`config.mk`:
```
export PLATFORM = sky130hd
export DESIGN_NAME = serial_audio_tx
export DESIGN_NICKNAME = d
export VERILOG_FILES = /design/src/rtl/sat_pkg.sv /design/src/rtl/sat_wsgen.sv /design/src/rtl/sat_hold.sv /design/src/rtl/sat_shift.sv /design/src/rtl/serial_audio_tx.sv
export SDC_FILE = /design/constraint.sdc
export NUM_CORES = 1
export LEC_CHECK = 0
export ABC_AREA = 0
export ABC_CLOCK_PERIOD_IN_PS = 4850
export BUFFER_PORTS_ARGS = -buffer_cell sky130_fd_sc_hd__buf_2
export CORE_MARGIN = 5
export CORE_UTILIZATION = 50
export DETAILED_ROUTE_END_ITERATION = 10
export PLACE_DENSITY = 0.7
export SLEW_MARGIN = 20
export SYNTH_ARGS = -nofsm -noshare
export SYNTH_HDL_FRONTEND = slang
export SYNTH_SLANG_ARGS = --single-unit
```
`constraint.sdc`:
```
create_clock -name clk -period 4.85 [get_ports clk]
set_input_delay 0.485 -clock clk [delete_from_list [all_inputs] [get_ports clk]]
set_output_delay 0.485 -clock clk [all_outputs]
set_load 0.05 [all_outputs]
```
`src/rtl/sat_pkg.sv`:
```
// Shared constants and decode functions for the serial audio transmitter.
// Assumes a 32-bit holding word; packed codes split it into two halves.
package sat_pkg;
    localparam int WORD_W = 32;
    localparam int HALF_W = WORD_W / 2;
    localparam int LEN_W  = $clog2(WORD_W) + 1;

    // Sample width in bits for a length code.
    function automatic logic [LEN_W-1:0] sample_bits(input logic [2:0] code);
        logic [LEN_W-1:0] n;
        case (code)
            3'd0:        n = LEN_W'(32);
            3'd1:        n = LEN_W'(24);
            3'd2:        n = LEN_W'(20);
            3'd3:        n = LEN_W'(18);
            3'd4, 3'd5:  n = LEN_W'(16);
            default:     n = LEN_W'(8);
        endcase
        return n;
    endfunction

    // Slot length in bit periods for a length code and slot-size bit.
    function automatic logic [LEN_W-1:0] slot_bits(input logic [2:0] code, input logic s24);
        logic [LEN_W-1:0] n;
        case (code)
            3'd0:              n = LEN_W'(32);
            3'd1, 3'd2, 3'd3:  n = s24 ? LEN_W'(24) : LEN_W'(32);
            3'd4, 3'd5:        n = LEN_W'(16);
            default:           n = LEN_W'(8);
        endcase
        return n;
    endfunction

    // Packed codes carry both channels of a frame in one word.
    function automatic logic is_packed(input logic [2:0] code);
        return (code == 3'd5) || (code == 3'd7);
    endfunction
endpackage

```
`src/rtl/sat_wsgen.sv`:
```
// Word-select generator for master mode.
// Counts bit-clock ticks and toggles ws after slot_len ticks.
// Assumes slot_len >= 2; held cleared (ws low) while en is low.
module sat_wsgen
    import sat_pkg::*;
(
    input  logic             clk,
    input  logic             rst_n,
    input  logic             en,
    input  logic             tick,
    input  logic [LEN_W-1:0] slot_len,
    output logic             ws
);
    logic [LEN_W-1:0] cnt_q;

    // Slot-position counter and ws toggle.
    always_ff @(posedge clk) begin
        if (!rst_n || !en) begin
            cnt_q <= '0;
            ws    <= 1'b0;
        end else if (tick) begin
            if (cnt_q == slot_len - LEN_W'(1)) begin
                cnt_q <= '0;
                ws    <= ~ws;
            end else begin
                cnt_q <= cnt_q + LEN_W'(1);
            end
        end
    end


    ws_tick_only_chk: assert property (@(posedge clk) disable iff (!rst_n)
        (en && !tick) |=> $stable(ws));
endmodule

```
`src/rtl/sat_hold.sv`:
```
// Holding word, pair store and slot sample selection.
// Chooses the sample for each slot: it comes from the holding word, from
// the stored partner of a packed or mono frame, or from the underrun fill.
// The sample is returned left-aligned in slot_word. Assumes slot_start
// occurs only while en is high.
module sat_hold
    import sat_pkg::*;
(
    input  logic              clk,
    input  logic              rst_n,
    input  logic              en,
    input  logic [2:0]        len_code,
    input  logic              mono,
    input  logic              fill_prev,
    input  logic              wr_valid,
    input  logic [WORD_W-1:0] wr_data,
    output logic              wr_ready,
    input  logic              slot_start,
    input  logic              slot_ch,
    output logic [WORD_W-1:0] slot_word,
    output logic              ur_pulse
);
    localparam logic [WORD_W:0] ONE_EXT = {{WORD_W{1'b0}}, 1'b1};

    logic [WORD_W-1:0] hold_q, pend_q, smp, mask, lo_smp, hi_smp, fill_val;
    logic [WORD_W-1:0] prev_q [2];
    logic [WORD_W:0]   mask_ext;
    logic [LEN_W-1:0]  nbits;
    logic              hold_full, pend_v, paired, needs_word, have, take;

    // Decode width, pick the slot sample and detect underrun.
    always_comb begin
        nbits      = sample_bits(len_code);
        paired     = mono || is_packed(len_code);
        needs_word = !slot_ch || !paired;
        mask_ext   = (ONE_EXT << nbits) - ONE_EXT;
        mask       = mask_ext[WORD_W-1:0];
        lo_smp     = hold_q & mask;
        hi_smp     = (hold_q >> HALF_W) & mask;
        fill_val   = fill_prev ? prev_q[slot_ch] : '0;
        have       = needs_word ? hold_full : pend_v;
        if (!have)
            smp = fill_val;
        else if (needs_word)
            smp = lo_smp;
        else
            smp = pend_q;
        take      = slot_start && needs_word && hold_full;
        ur_pulse  = slot_start && !have;
        slot_word = smp << (LEN_W'(WORD_W) - nbits);
        wr_ready  = !hold_full;
    end

    // Holding word: filled by a write, emptied when a slot takes it.
    always_ff @(posedge clk) begin
        if (!rst_n) begin
            hold_full <= 1'b0;
            hold_q    <= '0;
        end else if (take) begin
            hold_full <= 1'b0;
        end else if (wr_valid && !hold_full) begin
            hold_full <= 1'b1;
            hold_q    <= wr_data;
        end
    end

    // Partner sample for the right slot of a packed or mono frame.
    always_ff @(posedge clk) begin
        if (!rst_n || !en) begin
            pend_v <= 1'b0;
            pend_q <= '0;
        end else if (slot_start && !slot_ch) begin
            pend_v <= hold_full && paired;
            pend_q <= mono ? lo_smp : hi_smp;
        end else if (slot_start) begin
            pend_v <= 1'b0;
        end
    end

    // Last sample sent per channel, used as the repeat fill.
    always_ff @(posedge clk) begin
        if (!rst_n || !en) begin
            prev_q[0] <= '0;
            prev_q[1] <= '0;
        end else if (slot_start) begin
            prev_q[slot_ch] <= smp;
        end
    end


    ready_drop_chk: assert property (@(posedge clk) disable iff (!rst_n)
        (wr_valid && wr_ready) |=> !wr_ready);
endmodule

```
`src/rtl/sat_shift.sv`:
```
// Serial shifter with framing delay.
// Loads the slot word at slot start and shifts it out MSB first, one bit per
// tick. The I2S framing adds one tick of delay. Assumes slot_start only
// occurs together with tick.
module sat_shift
    import sat_pkg::*;
(
    input  logic              clk,
    input  logic              rst_n,
    input  logic              en,
    input  logic              tick,
    input  logic              slot_start,
    input  logic [WORD_W-1:0] slot_word,
    input  logic              i2s_mode,
    output logic              sdo
);
    logic [WORD_W-1:0] sh_q;
    logic              bit_lj_q, bit_i2s_q;

    // Shift register, left-justified bit and one-tick-delayed bit.
    always_ff @(posedge clk) begin
        if (!rst_n || !en) begin
            sh_q      <= '0;
            bit_lj_q  <= 1'b0;
            bit_i2s_q <= 1'b0;
        end else if (tick) begin
            bit_i2s_q <= bit_lj_q;
            if (slot_start) begin
                bit_lj_q <= slot_word[WORD_W-1];
                sh_q     <= slot_word << 1;
            end else begin
                bit_lj_q <= sh_q[WORD_W-1];
                sh_q     <= sh_q << 1;
            end
        end
    end

    assign sdo = i2s_mode ? bit_i2s_q : bit_lj_q;


    quiet_when_off_chk: assert property (@(posedge clk) disable iff (!rst_n)
        !en |=> (sdo == 1'b0));
endmodule

```
`src/rtl/serial_audio_tx.sv`:
```
// Serial audio stereo transmitter top.
// Holds the enable state, selects the word-select source, finds slot starts
// and keeps the sticky underrun flags. Assumes bclk_tick is a one-cycle pulse
// that is never high in two consecutive cycles, and that ws_pin is
// synchronous to clk.
module serial_audio_tx
    import sat_pkg::*;
(
    input  logic              clk,
    input  logic              rst_n,
    input  logic              cmd_tx_on,
    input  logic              cmd_tx_off,
    input  logic              cfg_master,
    input  logic [2:0]        cfg_len,
    input  logic              cfg_slot24,
    input  logic [1:0]        cfg_fmt,
    input  logic              cfg_mono,
    input  logic              cfg_fill_prev,
    input  logic              bclk_tick,
    input  logic              ws_pin,
    input  logic              smp_valid,
    input  logic [WORD_W-1:0] smp_data,
    output logic              smp_ready,
    output logic              sd_out,
    output logic              sd_loop,
    output logic              ws_out,
    output logic              st_enabled,
    output logic              st_underrun,
    output logic [1:0]        st_ur_chan
);
    logic              en_q, ws_gen, ws_eff, ws_last_q, slot_start, ur;
    logic [WORD_W-1:0] slot_word;

    // Enable state from the command pulses; off wins.
    always_ff @(posedge clk) begin
        if (!rst_n || cmd_tx_off)
            en_q <= 1'b0;
        else if (cmd_tx_on)
            en_q <= 1'b1;
    end

    sat_wsgen u_wsgen (
        .clk      (clk),
        .rst_n    (rst_n),
        .en       (en_q && cfg_master),
        .tick     (bclk_tick),
        .slot_len (slot_bits(cfg_len, cfg_slot24)),
        .ws       (ws_gen)
    );

    assign ws_eff     = cfg_master ? ws_gen : ws_pin;
    assign slot_start = en_q && bclk_tick && (ws_eff != ws_last_q);

    // Word select seen on the previous tick; preset high so the first tick finds a left slot.
    always_ff @(posedge clk) begin
        if (!rst_n || !en_q)
            ws_last_q <= 1'b1;
        else if (bclk_tick)
            ws_last_q <= ws_eff;
    end

    sat_hold u_hold (
        .clk        (clk),
        .rst_n      (rst_n),
        .en         (en_q),
        .len_code   (cfg_len),
        .mono       (cfg_mono),
        .fill_prev  (cfg_fill_prev),
        .wr_valid   (smp_valid),
        .wr_data    (smp_data),
        .wr_ready   (smp_ready),
        .slot_start (slot_start),
        .slot_ch    (ws_eff),
        .slot_word  (slot_word),
        .ur_pulse   (ur)
    );

    sat_shift u_shift (
        .clk        (clk),
        .rst_n      (rst_n),
        .en         (en_q),
        .tick       (bclk_tick),
        .slot_start (slot_start),
        .slot_word  (slot_word),
        .i2s_mode   (cfg_fmt != 2'd1),
        .sdo        (sd_out)
    );

    // Sticky underrun flags, cleared by the enable command.
    always_ff @(posedge clk) begin
        if (!rst_n || cmd_tx_on) begin
            st_underrun <= 1'b0;
            st_ur_chan  <= 2'b00;
        end else if (ur) begin
            st_underrun         <= 1'b1;
            st_ur_chan[ws_eff]  <= 1'b1;
        end
    end

    assign sd_loop    = sd_out;
    assign ws_out     = ws_gen;
    assign st_enabled = en_q;


    ur_sticky_chk: assert property (@(posedge clk) disable iff (!rst_n)
        (st_underrun && !cmd_tx_on) |=> st_underrun);

    ur_sets_flag_chk: assert property (@(posedge clk) disable iff (!rst_n)
        (ur && !cmd_tx_on) |=> st_underrun);

    off_cmd_chk: assert property (@(posedge clk) disable iff (!rst_n)
        cmd_tx_off |=> !st_enabled);
endmodule

```
* Word level (Yosys, flattened, before mapping)
Memories as Yosys holds them, arrays and structs flattened. Index checks and enable logic that the tools add are counted. Widths: inputs -> output; s select.
Operators by class: add/subtract/negate cells 4, $mul 0, divide/modulo/power cells 0, magnitude comparators 2, equality and inequality tests 9, shift operators 2, multiplexer cells 25, bitwise operators 6, reduce and logical (&&, ||, !) cells 32
Operator list (number):
- $mux 32 | 6
- $and 16x32->32 | 1
- $and 32x32->32 | 1
- $reduce_or 32->1 | 1
- $shl 1x6->32 const A | 1
- $shl 32x6->32 | 1
- $sub 32x1->32 const B | 1
- $pmux 6 s5 | 1
- $pmux 6 s3 | 1
- $mux 1 | 14
- $mux 6 | 2
- $logic_and 1x1->1 | 10
- $eq 3x3->1 const B | 3
- $logic_not 1->1 | 7
- $logic_or 1x1->1 | 7
- $add 6x1->6 const B | 1
- $eq 3x2->1 const B | 2
- $eq 6x6->1 | 1
- $sub 6x1->6 const B | 1
- $sub 6x6->6 const A | 1
- $reduce_and 2->1 | 2
- $reduce_or 2->1 | 2
- $eq 3x1->1 const B | 1
- $logic_not 3->1 | 1
- 9 further kinds | 11
Word-level totals: register bits after elaboration 112, latch bits 0, memory bits (writable) 64, ROM bits 0, input port bits 48, logic and storage cells 94, memories kept 1
Memory list:
- u_hold.prev_q | words 2, bits a word 32, rd ports 1, clocked after Yosys merged registers in 0, write ports 2, RTL line sat_hold.sv:26 | logic [WORD_W-1:0] prev_q [2];

* Depth between registers and ports, before layout
Gate-level depths: netlist of run 1.
depth in word-level cells 10, depth in mapped cells 23

* Modules after synthesis
Synthesis of run 1 repeated with hierarchy kept, for this count alone.
Second synthesis, totals: cells, all modules 1096, area total of the unflattened synthesis 10052.1 µm²
Modules (own cells, without submodules):
- sat_hold | instances 1, cells each 869, area an instance 7831.3 µm², sequential area each 3243.1 µm²
- sat_shift | instances 1, cells each 147, area an instance 1480.2 µm², sequential area each 660.6 µm²
- sat_wsgen | instances 1, cells each 50, area an instance 466.7 µm², sequential area each 140.1 µm²
- serial_audio_tx | instances 1, cells each 30, area an instance 274.0 µm², sequential area each 100.1 µm²

* Worst setup path before layout of run 1
Ideal clock, no wire load.
path type input to register, start input port cfg_len[1], end register u_shift.sh_q[17], setup time 0.123 ns, arrival time 4.736 ns, data required time 4.727 ns, slack -0.010 ns, stages on the path 22, path through buf_6 -> buf_2 -> and2_1 -> buf_2 -> clkinv_1 -> buf_2 -> clkbuf_1 -> ha_1 -> ha_1 -> clkbuf_1 -> and3_1 -> clkbuf_1 -> inv_1 -> ha_1 -> or3b_2 -> a221o_1 -> a311oi_1 -> o21bai_1 -> mux2_2 -> mux4_2 -> o22a_1 -> o22ai_2
Between the ends: cells in the longest elaborated chain, start to end 10, elaborated cells between the ends (all ways) 22, those cells by class 2 x add/sub; 6 x eq/ne; 2 x shift; 5 x mux; 1 x bitwise; 6 x reduce/logical
Ends and longest elaborated chain:
- start, declared | RTL line serial_audio_tx.sv:14 | input logic [2:0] cfg_len,
- $eq 3x3->1, on equally long branches | RTL line sat_pkg.sv:11, sat_pkg.sv:36
- $reduce_or 2->1 | RTL line sat_pkg.sv:11 | case (code)
- $pmux 6 s5 | RTL line sat_pkg.sv:11
- $shl 1x6->32 | RTL line sat_hold.sv:36 | mask_ext = (ONE_EXT << nbits) - ONE_EXT;
- $sub 32x1->32 | RTL line sat_hold.sv:36
- $and 32x32->32 | RTL line sat_hold.sv:38 | lo_smp = hold_q & mask;
- $mux 32 | RTL line sat_hold.sv:44 | else if (needs_word)
- $mux 32 | RTL line sat_hold.sv:42 | if (!have)
- $shl 32x6->32 * | RTL line sat_hold.sv:50 | slot_word = smp << (LEN_W'(WORD_W) - nbits);
- $mux 32 * | RTL line sat_shift.sv:28 | if (slot_start) begin
- end signal, assigned | RTL line sat_shift.sv:30 | sh_q <= slot_word << 1;
- end signal, assigned | RTL line sat_shift.sv:33 | sh_q <= sh_q << 1;
- end, declared | RTL line sat_shift.sv:17 | logic [WORD_W-1:0] sh_q;
Mark *: on every way between the ends. The rest lies on a longest branch, timed or not. A chain may end at the register's enable or synchronous reset.

* Worst setup path in the final report of run 1
start input port cfg_len[2], end register u_shift.sh_q[17]
The elaborated chain is that of the path after synthesis.

==> reports/qor.yml, run 1 <==
drv_slew: 0
layout.cells.non_filler: 1496
clockRootBuffer: "clkbuf_16"
grt_max_degree: 42
rsz0062_at_grt: "false"
postCtsHoldBufs: 0
final_nets: 1270
h-tree-depth: 4
die_y_um: 153.7
min_period_ps: 3875
critPathCapture: "u_shift.sh_q[17]$_SDFFE_PP0P_"
globalplace.congestion: 0.9704
synth_top_family_by_area: "compound AO/OA/AOI/OAI gates"
required_ps: 5170
via_per_inst: 6.530
layout-drive-gt1-share: 0.1542
port-buffer-count: 55
drt-total-wl_um: 35320
combPwrFrac: 0.160
setup_violations: 0
cp-startpoint: "cfg_len[2]"
synth_area_per_cell_um2: 8.695
grt_pass1_wl_um: 54100
io_pins: 56
cts_tree: "built"
initialDrtViolationCount: 1377
synth-xor-area-share: 0.01441
ctsResizeCount: 0
ys_types: 92
async_flop_share: 0
switchingPower_w: 0.001140
drt-pass1-iter-count: 6
post_drt_wl_per_cell_um: 23.61
layout_commonest_cell: "nor2_1"
tightest_slew_ps: 1043
clock.fmax_ghz: 0.2580
ys_seq_elements: 175
syn_area_um2: 10330
p_total_w: 0.003588
power.density_nw_per_um2: 312.6
swShare: 0.3178
syn_inst: 1188
layout_common_cells: "nor2_1 (150), nand2_1 (142), dfxtp_1 (111), edfxtp_1 (64), a21oi_1 (63)"
core-area_um2: 20300
setup_tns_ps: 0
outcome: "finished, final reports clean"
grt_remaining_overflow: 0
die_w_um: 153.7
skew_ps: 11.04
clock_latency_ps: 440
clkPwrFrac: 0.399
reg2reg_to: "u_hold.prev_q[1][4]$_SDFFCE_PN0P_"
grt_pass1_vias: 9065
ys_seq_area_frac: 0.4012
max_slew_margin: 0.2898
antenna_found_initial: 0
crit_type: "in2reg"
finalHoldViolCount: 0
initial_utilization: 0.5089
yosys.area_share.adder: 0.01090
ys.flop_type: "dfxtp_1"
cts_made_buffers: 17
power_leakage_nw: 4.289
ys_warn_count: 0
crit_fanout: 11
max-vdd-ir-drop_mv: 0.2435
drc: 0
crit_arrival_ps: 4200
drtAntennaViolNets: 0
dp_cells: 1464
hold_class: "in2reg"
synth_edf_count: 64
yosys.area_share.simple: 0.2017
r2r_cells: 8
rows: 52
clock-sinks: 175
p_int_w: 0.002447
cts_setup_buffers: 0
synth_compound_area_frac: 0.2432
cap_violations: 0
critPathLaunchType: "input port"
fillCellCount: 1893
endpoint_kind: "register"
syn-num-nets: 1245
dieArea_um2: 23630
dp_hpwl_um: 24780
layout-area-overhead-vs-synth_pct: 11.09
timing.rr.start: "u_wsgen.ws$_SDFFE_PP0P_"
sequentialPowerShare: 0.441
synthMuxAreaShare: 0.07485
cts.clk_slew.worst_paths_ps: 80
diodes: 0
period_share: 0.7990
clockBufferDepth: 2
reg2reg_slack_ps: 1050
vias: 9769
grt.total_usage: 0.2919
-- synth_stat cells (16+ instances only) --
master    number  area [µm²]
buf_2         20       100.1
clkbuf_1      66       247.7
o21ai_0       59       295.3
mux2_2        16       180.2
nor2_1       150       563.0
a21boi_0      34       255.2
and3_1        21       131.4
a21oi_1       63       315.3
edfxtp_1      64        1922
nand2_1      142       533.0
nor3_1        28       140.1
dfxtp_1      111        2222
nand3_1       32       160.2
inv_1         16       60.06
mux2i_1       51       510.5
-- logic make-up after synthesis --
logic type | after synthesis
mux | 71
flops | 175
xor+xnor | 17
buf+inv | 121
fa+ha+maj | 9
other cells | 1
compound gates | 344
simple gates | 450
-- sequential cells by signal (all words and copies together) (netlist names) --
register,cells
u_shift.bit_lj_q,1
u_hold.prev_q,64
u_wsgen.cnt_q,6
st_enabled,1
st_ur_chan,2
u_hold.pend_q,32
ws_last_q,1
st_underrun,1
u_shift.sh_q,31
u_hold.pend_v,1
u_shift.bit_i2s_q,1
u_wsgen.ws,1
u_hold.hold_q,32
u_hold.hold_full,1
-- stage by stage --
| step | utilization | setup slack (ps) | hold slack [ps] | cell area, µm² |
|---|---|---|---|---|
| finish | 0.5653 | 974.7 | 190.6 | 11480 |
| global route | 0.5653 | 780.2 | 191.7 | 11480 |
| CTS | 0.5651 | 995.4 | 184.0 | 11470 |
| detailed placement | 0.5351 | 554.0 | 448.8 | 10860 |
| global placement | 0.5351 | 582.3 | 438.3 | 10860 |
| floorplan | - | 38.69 | 424.9 | 10330 |
-- how the worst min path moves through the flow --
stage | cells after the start | slack, ps | to | startpoint
after detailed placement | 2 | 450 | u_hold.pend_q[7]$_SDFFE_PP0P_ | u_hold.pend_q[7]$_SDFFE_PP0P_
final | 2 | 190 | st_enabled$_SDFFE_PP0P_ | cmd_tx_off
after CTS | 2 | 180 | st_enabled$_SDFFE_PP0P_ | cmd_tx_off
after global placement | 2 | 440 | u_hold.pend_q[16]$_SDFFE_PP0P_ | u_hold.pend_q[16]$_SDFFE_PP0P_
after global routing | 2 | 190 | st_enabled$_SDFFE_PP0P_ | cmd_tx_off
after floorplan | 2 | 420 | u_hold.pend_q[30]$_SDFFE_PP0P_ | u_hold.pend_q[30]$_SDFFE_PP0P_
-- routing by layer --
metal | wire, µm | up-vias | track usage
met2 | 15500 | 548 | 0.4464
met5 | 0 | - | 0
li1 | - | 4409 | -
met1 | 14790 | 4709 | 0.4013
met4 | 1587 | 0 | 0.1207
met3 | 3438 | 103 | 0.06464
-- final cells by class --
type                            count  area (µm²)  area share
Inverter                           20       75.07    0.006542
Sequential cell                   175        4144      0.3611
Clock inverter                     15       183.9     0.01603
Clock buffer                       17       425.4     0.03707
Timing Repair Buffer              107       665.6     0.05800
Multi-Input combinational cell    892        5644      0.4918
Tap cell                          270       337.8     0.02944
-- power groups by stage --
stage | clock network, W | registers (W) | logic (W)
4_1_cts | 0.00144 | 0.00158 | 0.000557
6_report | 0.00143 | 0.00158 | 0.000572
3_5_place_dp | 0 | 0.00162 | 0.000553
2_1_floorplan | 0 | 0.00160 | 0.000377
5_1_grt | 0.00151 | 0.00159 | 0.000610
3_3_place_gp | 0 | 0.00161 | 0.000553
-- worst max-delay path, stage by stage --
cell and delay (ps):
buf_2 110, buf_4 160, or3b_2 480, nand2_1 120, inv_1 50, ha_1 190, and3_1 180, inv_1 50
ha_1 230, or3b_2 460, a221o_1 350, a311oi_1 370, o21bai_1 230, mux2_2 260, mux4_2 240, o22a_1 150
o22ai_2 70
No activity file was read; power rests on OpenSTA's default activity.
==> inputs of run 2 (changes only) <==
--- a/config.mk
+++ b/config.mk
@@ -6,12 +6,12 @@
 export NUM_CORES = 1
 export LEC_CHECK = 0
 export ABC_AREA = 0
-export ABC_CLOCK_PERIOD_IN_PS = 4850
+export ABC_CLOCK_PERIOD_IN_PS = 3900
 export BUFFER_PORTS_ARGS = -buffer_cell sky130_fd_sc_hd__buf_2
 export CORE_MARGIN = 5
 export CORE_UTILIZATION = 50
 export DETAILED_ROUTE_END_ITERATION = 10
-export PLACE_DENSITY = 0.7
+export PLACE_DENSITY = 0.67
 export SLEW_MARGIN = 20
 export SYNTH_ARGS = -nofsm -noshare
 export SYNTH_HDL_FRONTEND = slang
==> constraint.sdc (replaced) <==
create_clock -name clk -period 3.9 [get_ports clk]
set_input_delay 0.39 -clock clk [delete_from_list [all_inputs] [get_ports clk]]
set_output_delay 0.39 -clock clk [all_outputs]
set_load 0.05 [all_outputs]
==> reports/qor.yml, run 2 (synthesis gave the netlist of run 1 again) <==
vias: 9735  # was 9769
crit_arrival_ps: 3750  # was 4200 ps
io_pins: 56  # unchanged
ctsResizeCount: 0  # unchanged
min_from: "cmd_tx_off"  # unchanged
layout_common_cells: "nor2_1 (150), nand2_1 (142), dfxtp_1 (111), buf_4 (95), edfxtp_1 (64)"  # was nor2_1 (150), nand2_1 (142), dfxtp_1 (111), edfxtp_1 (64), a21oi_1 (63)
die_y_um: 153.7  # unchanged
h-tree-depth: 4  # unchanged
antenna_found_initial: 0  # unchanged
layout-area-overhead-vs-synth_pct: 14.86  # was 11.09%
hold_class: "in2reg"  # unchanged
drtAntennaViolNets: 0  # unchanged
die_w_um: 153.7  # unchanged
required_ps: 4230  # was 5170 ps
drt-total-wl_um: 34570  # was 35320 µm
hold_depth: 2  # unchanged
drc: 0  # unchanged
grt_remaining_overflow: 0  # unchanged
cap_violations: 0  # unchanged
power_leakage_nw: 4.530  # was 4.289 nW
multiInputGateArea_um2: 5659  # was 5644 µm²
dieArea_um2: 23630  # unchanged
postCtsHoldBufs: 0  # unchanged
grt_pass1_wl_um: 53540  # was 54100 µm
core-area_um2: 20300  # unchanged
hold_slack_ps: 96.12  # was 190.6 ps
regMostFlops: "u_hold.prev_q"  # unchanged
port-buffer-count: 55  # unchanged
place_area_um2: 11260  # was 10860 µm²
reg2reg_slack_ps: 730  # was 1050 ps
slowest_delay_ps: 430  # was 480 ps
clock.fmax_ghz: 0.2917
crit_type: "in2reg"  # unchanged
layout_commonest_cell: "nor2_1"  # unchanged
setup_violations: 0  # unchanged
wl_met2_um: 15540  # was 15500 µm
setup_tns_ps: 0  # unchanged
worst_path_max_delay_cell: "or3b_2"  # unchanged
stdcell_area_um2: 11870  # was 11480 µm²
grt.total_usage: 0.2874  # was 0.2919
cts.clk_slew.worst_paths_ps: 80  # about the same
clockBufferDepth: 2  # unchanged
reg2reg_to: "u_shift.sh_q[29]$_SDFFE_PP0P_"  # was u_hold.prev_q[1][4]$_SDFFCE_PN0P_
period_share: 0.8789
clock-sinks: 175  # unchanged
dp_hpwl_um: 24840  # was 24780 µm
critPathLaunchType: "input port"  # unchanged
post_drt_wl_per_cell_um: 22.42  # was 23.61 µm
grt_pass1_vias: 9065  # unchanged
tightest_slew_ps: 1040  # was 1043 ps
skew_ps: 12.12  # was 11.04 ps
rows: 52  # unchanged
max_slew_margin: 0.3052  # was 0.2898
min_period_ps: 3428
cts_made_buffers: 17  # unchanged
cp_cell_sequence: "buf_2, nor2b_1, and2_1, clkinv_4, ha_2, ha_2, and3_1, inv_1, ha_2, or3b_2, a221o_1, a311oi_1, buf_4, o21bai_2, mux2_4, o22ai_1, o31ai_2, o22ai_2"  # was buf_2, buf_4, or3b_2, nand2_1, inv_1, ha_1, and3_1, inv_1, ha_1, or3b_2, a221o_1, a311oi_1, o21bai_1, mux2_2, mux4_2, o22a_1, o22ai_2
crit_fanout: 5  # was 11
drt-met1-wl_um: 14800  # was 14790 µm
register_area_um2: 4144  # unchanged
r2r_cells: 10  # was 8
layout-drive-gt1-share: 0.1887  # was 0.1542
clock_latency_ps: 450  # was 440 ps
cts_tree: "built"  # unchanged
via_per_inst: 6.313  # was 6.530
globalplace.congestion: 0.9604  # was 0.9704
wl_met3_um: 3036  # was 3438 µm
finalHoldViolCount: 0  # unchanged
cts_setup_buffers: 0  # unchanged
largest_reg_flops: 64  # unchanged
max-vdd-ir-drop_mv: 0.2977  # was 0.2435 mV
outcome: "finished, final reports clean"  # unchanged
power.density_nw_per_um2: 376.7  # was 312.6 nW/µm²
rsz0062_at_grt: "false"  # unchanged
endpoint_kind: "register"  # unchanged
top_layer: "met4"  # unchanged
fillCellCount: 1850  # was 1893
drv_slew: 0  # unchanged
initialDrtViolationCount: 1328  # was 1377
clockRootBuffer: "clkbuf_16"  # unchanged
crit_top_cell: "ha_2"
final_core_util: 0.5845  # was 0.5653
timing.rr.start: "u_wsgen.ws$_SDFFE_PP0P_"  # unchanged
grt_max_degree: 46  # was 42
final_nets: 1316  # was 1270
diodes: 0  # unchanged
top_regs: "u_hold.prev_q (64), u_hold.hold_q (32), u_hold.pend_q (32)"  # unchanged
drt-pass1-iter-count: 6  # unchanged
initial_utilization: 0.5089  # unchanged
hold_path_end: "st_enabled$_SDFFE_PP0P_"  # unchanged
run 2: metal layers:
metal | up-vias | track usage
met4 | 0 | 0.1047
met2 | 460 | 0.4339
met1 | 4712 | 0.4065
met5 | - | 0
met3 | 63 | 0.06239
li1 | 4500 | -
run 2: cell type report:
class,instances,share of cell area
repair buffers,153,0.08837
clock inverters,15,0.01434
clock buffers,17,0.03585
flip-flops and latches,175,0.3493
well taps,270,0.02847
inverters,20,0.006749
multi-input cells,892,0.4770
run 2: power breakdown:
| part | total (W) | internal (W) | switching [W] |
|---|---|---|---|
| registers | 0.00197 | 0.00193 | 0.0000422 |
| logic | 0.000753 | 0.000282 | 0.000472 |
| clock network | 0.00175 | 0.000865 | 0.000883 |
| total | 0.00447 | 0.00307 | 0.00140 |
run 2: worst max-delay path by stage:
stage               slack (ps)                       endpoint       start
finish                     470  u_shift.sh_q[29]$_SDFFE_PP0P_  cfg_len[2]
global route               300  u_shift.sh_q[28]$_SDFFE_PP0P_  cfg_len[2]
CTS                        520  u_shift.sh_q[17]$_SDFFE_PP0P_  cfg_len[2]
detailed placement          70  u_shift.sh_q[17]$_SDFFE_PP0P_  cfg_len[2]
global placement           120  u_shift.sh_q[27]$_SDFFE_PP0P_  cfg_len[2]
floorplan                  210  u_shift.sh_q[28]$_SDFFE_PP0P_  cfg_len[1]
run 2: critical path: cells and delay by family:
family / cells / cell delay (ps)
AND/OR/NAND/NOR: 4 / 980
adder cells (fa/ha/maj): 3 / 540
multiplexers: 1 / 180
buffers and inverters: 4 / 430
AO/OA/AOI/OAI: 6 / 1220
run 2: through the flow:
step,setup WS [ps],instances,total power (W)
final,472.3,1542,0.004469
after global routing,295.5,1542,0.004618
after CTS,520.2,1542,0.004461
after detailed placement,65.44,1510,0.002742
after global placement,120.3,1510,0.002740
after floorplan,212.6,1188,0.002469
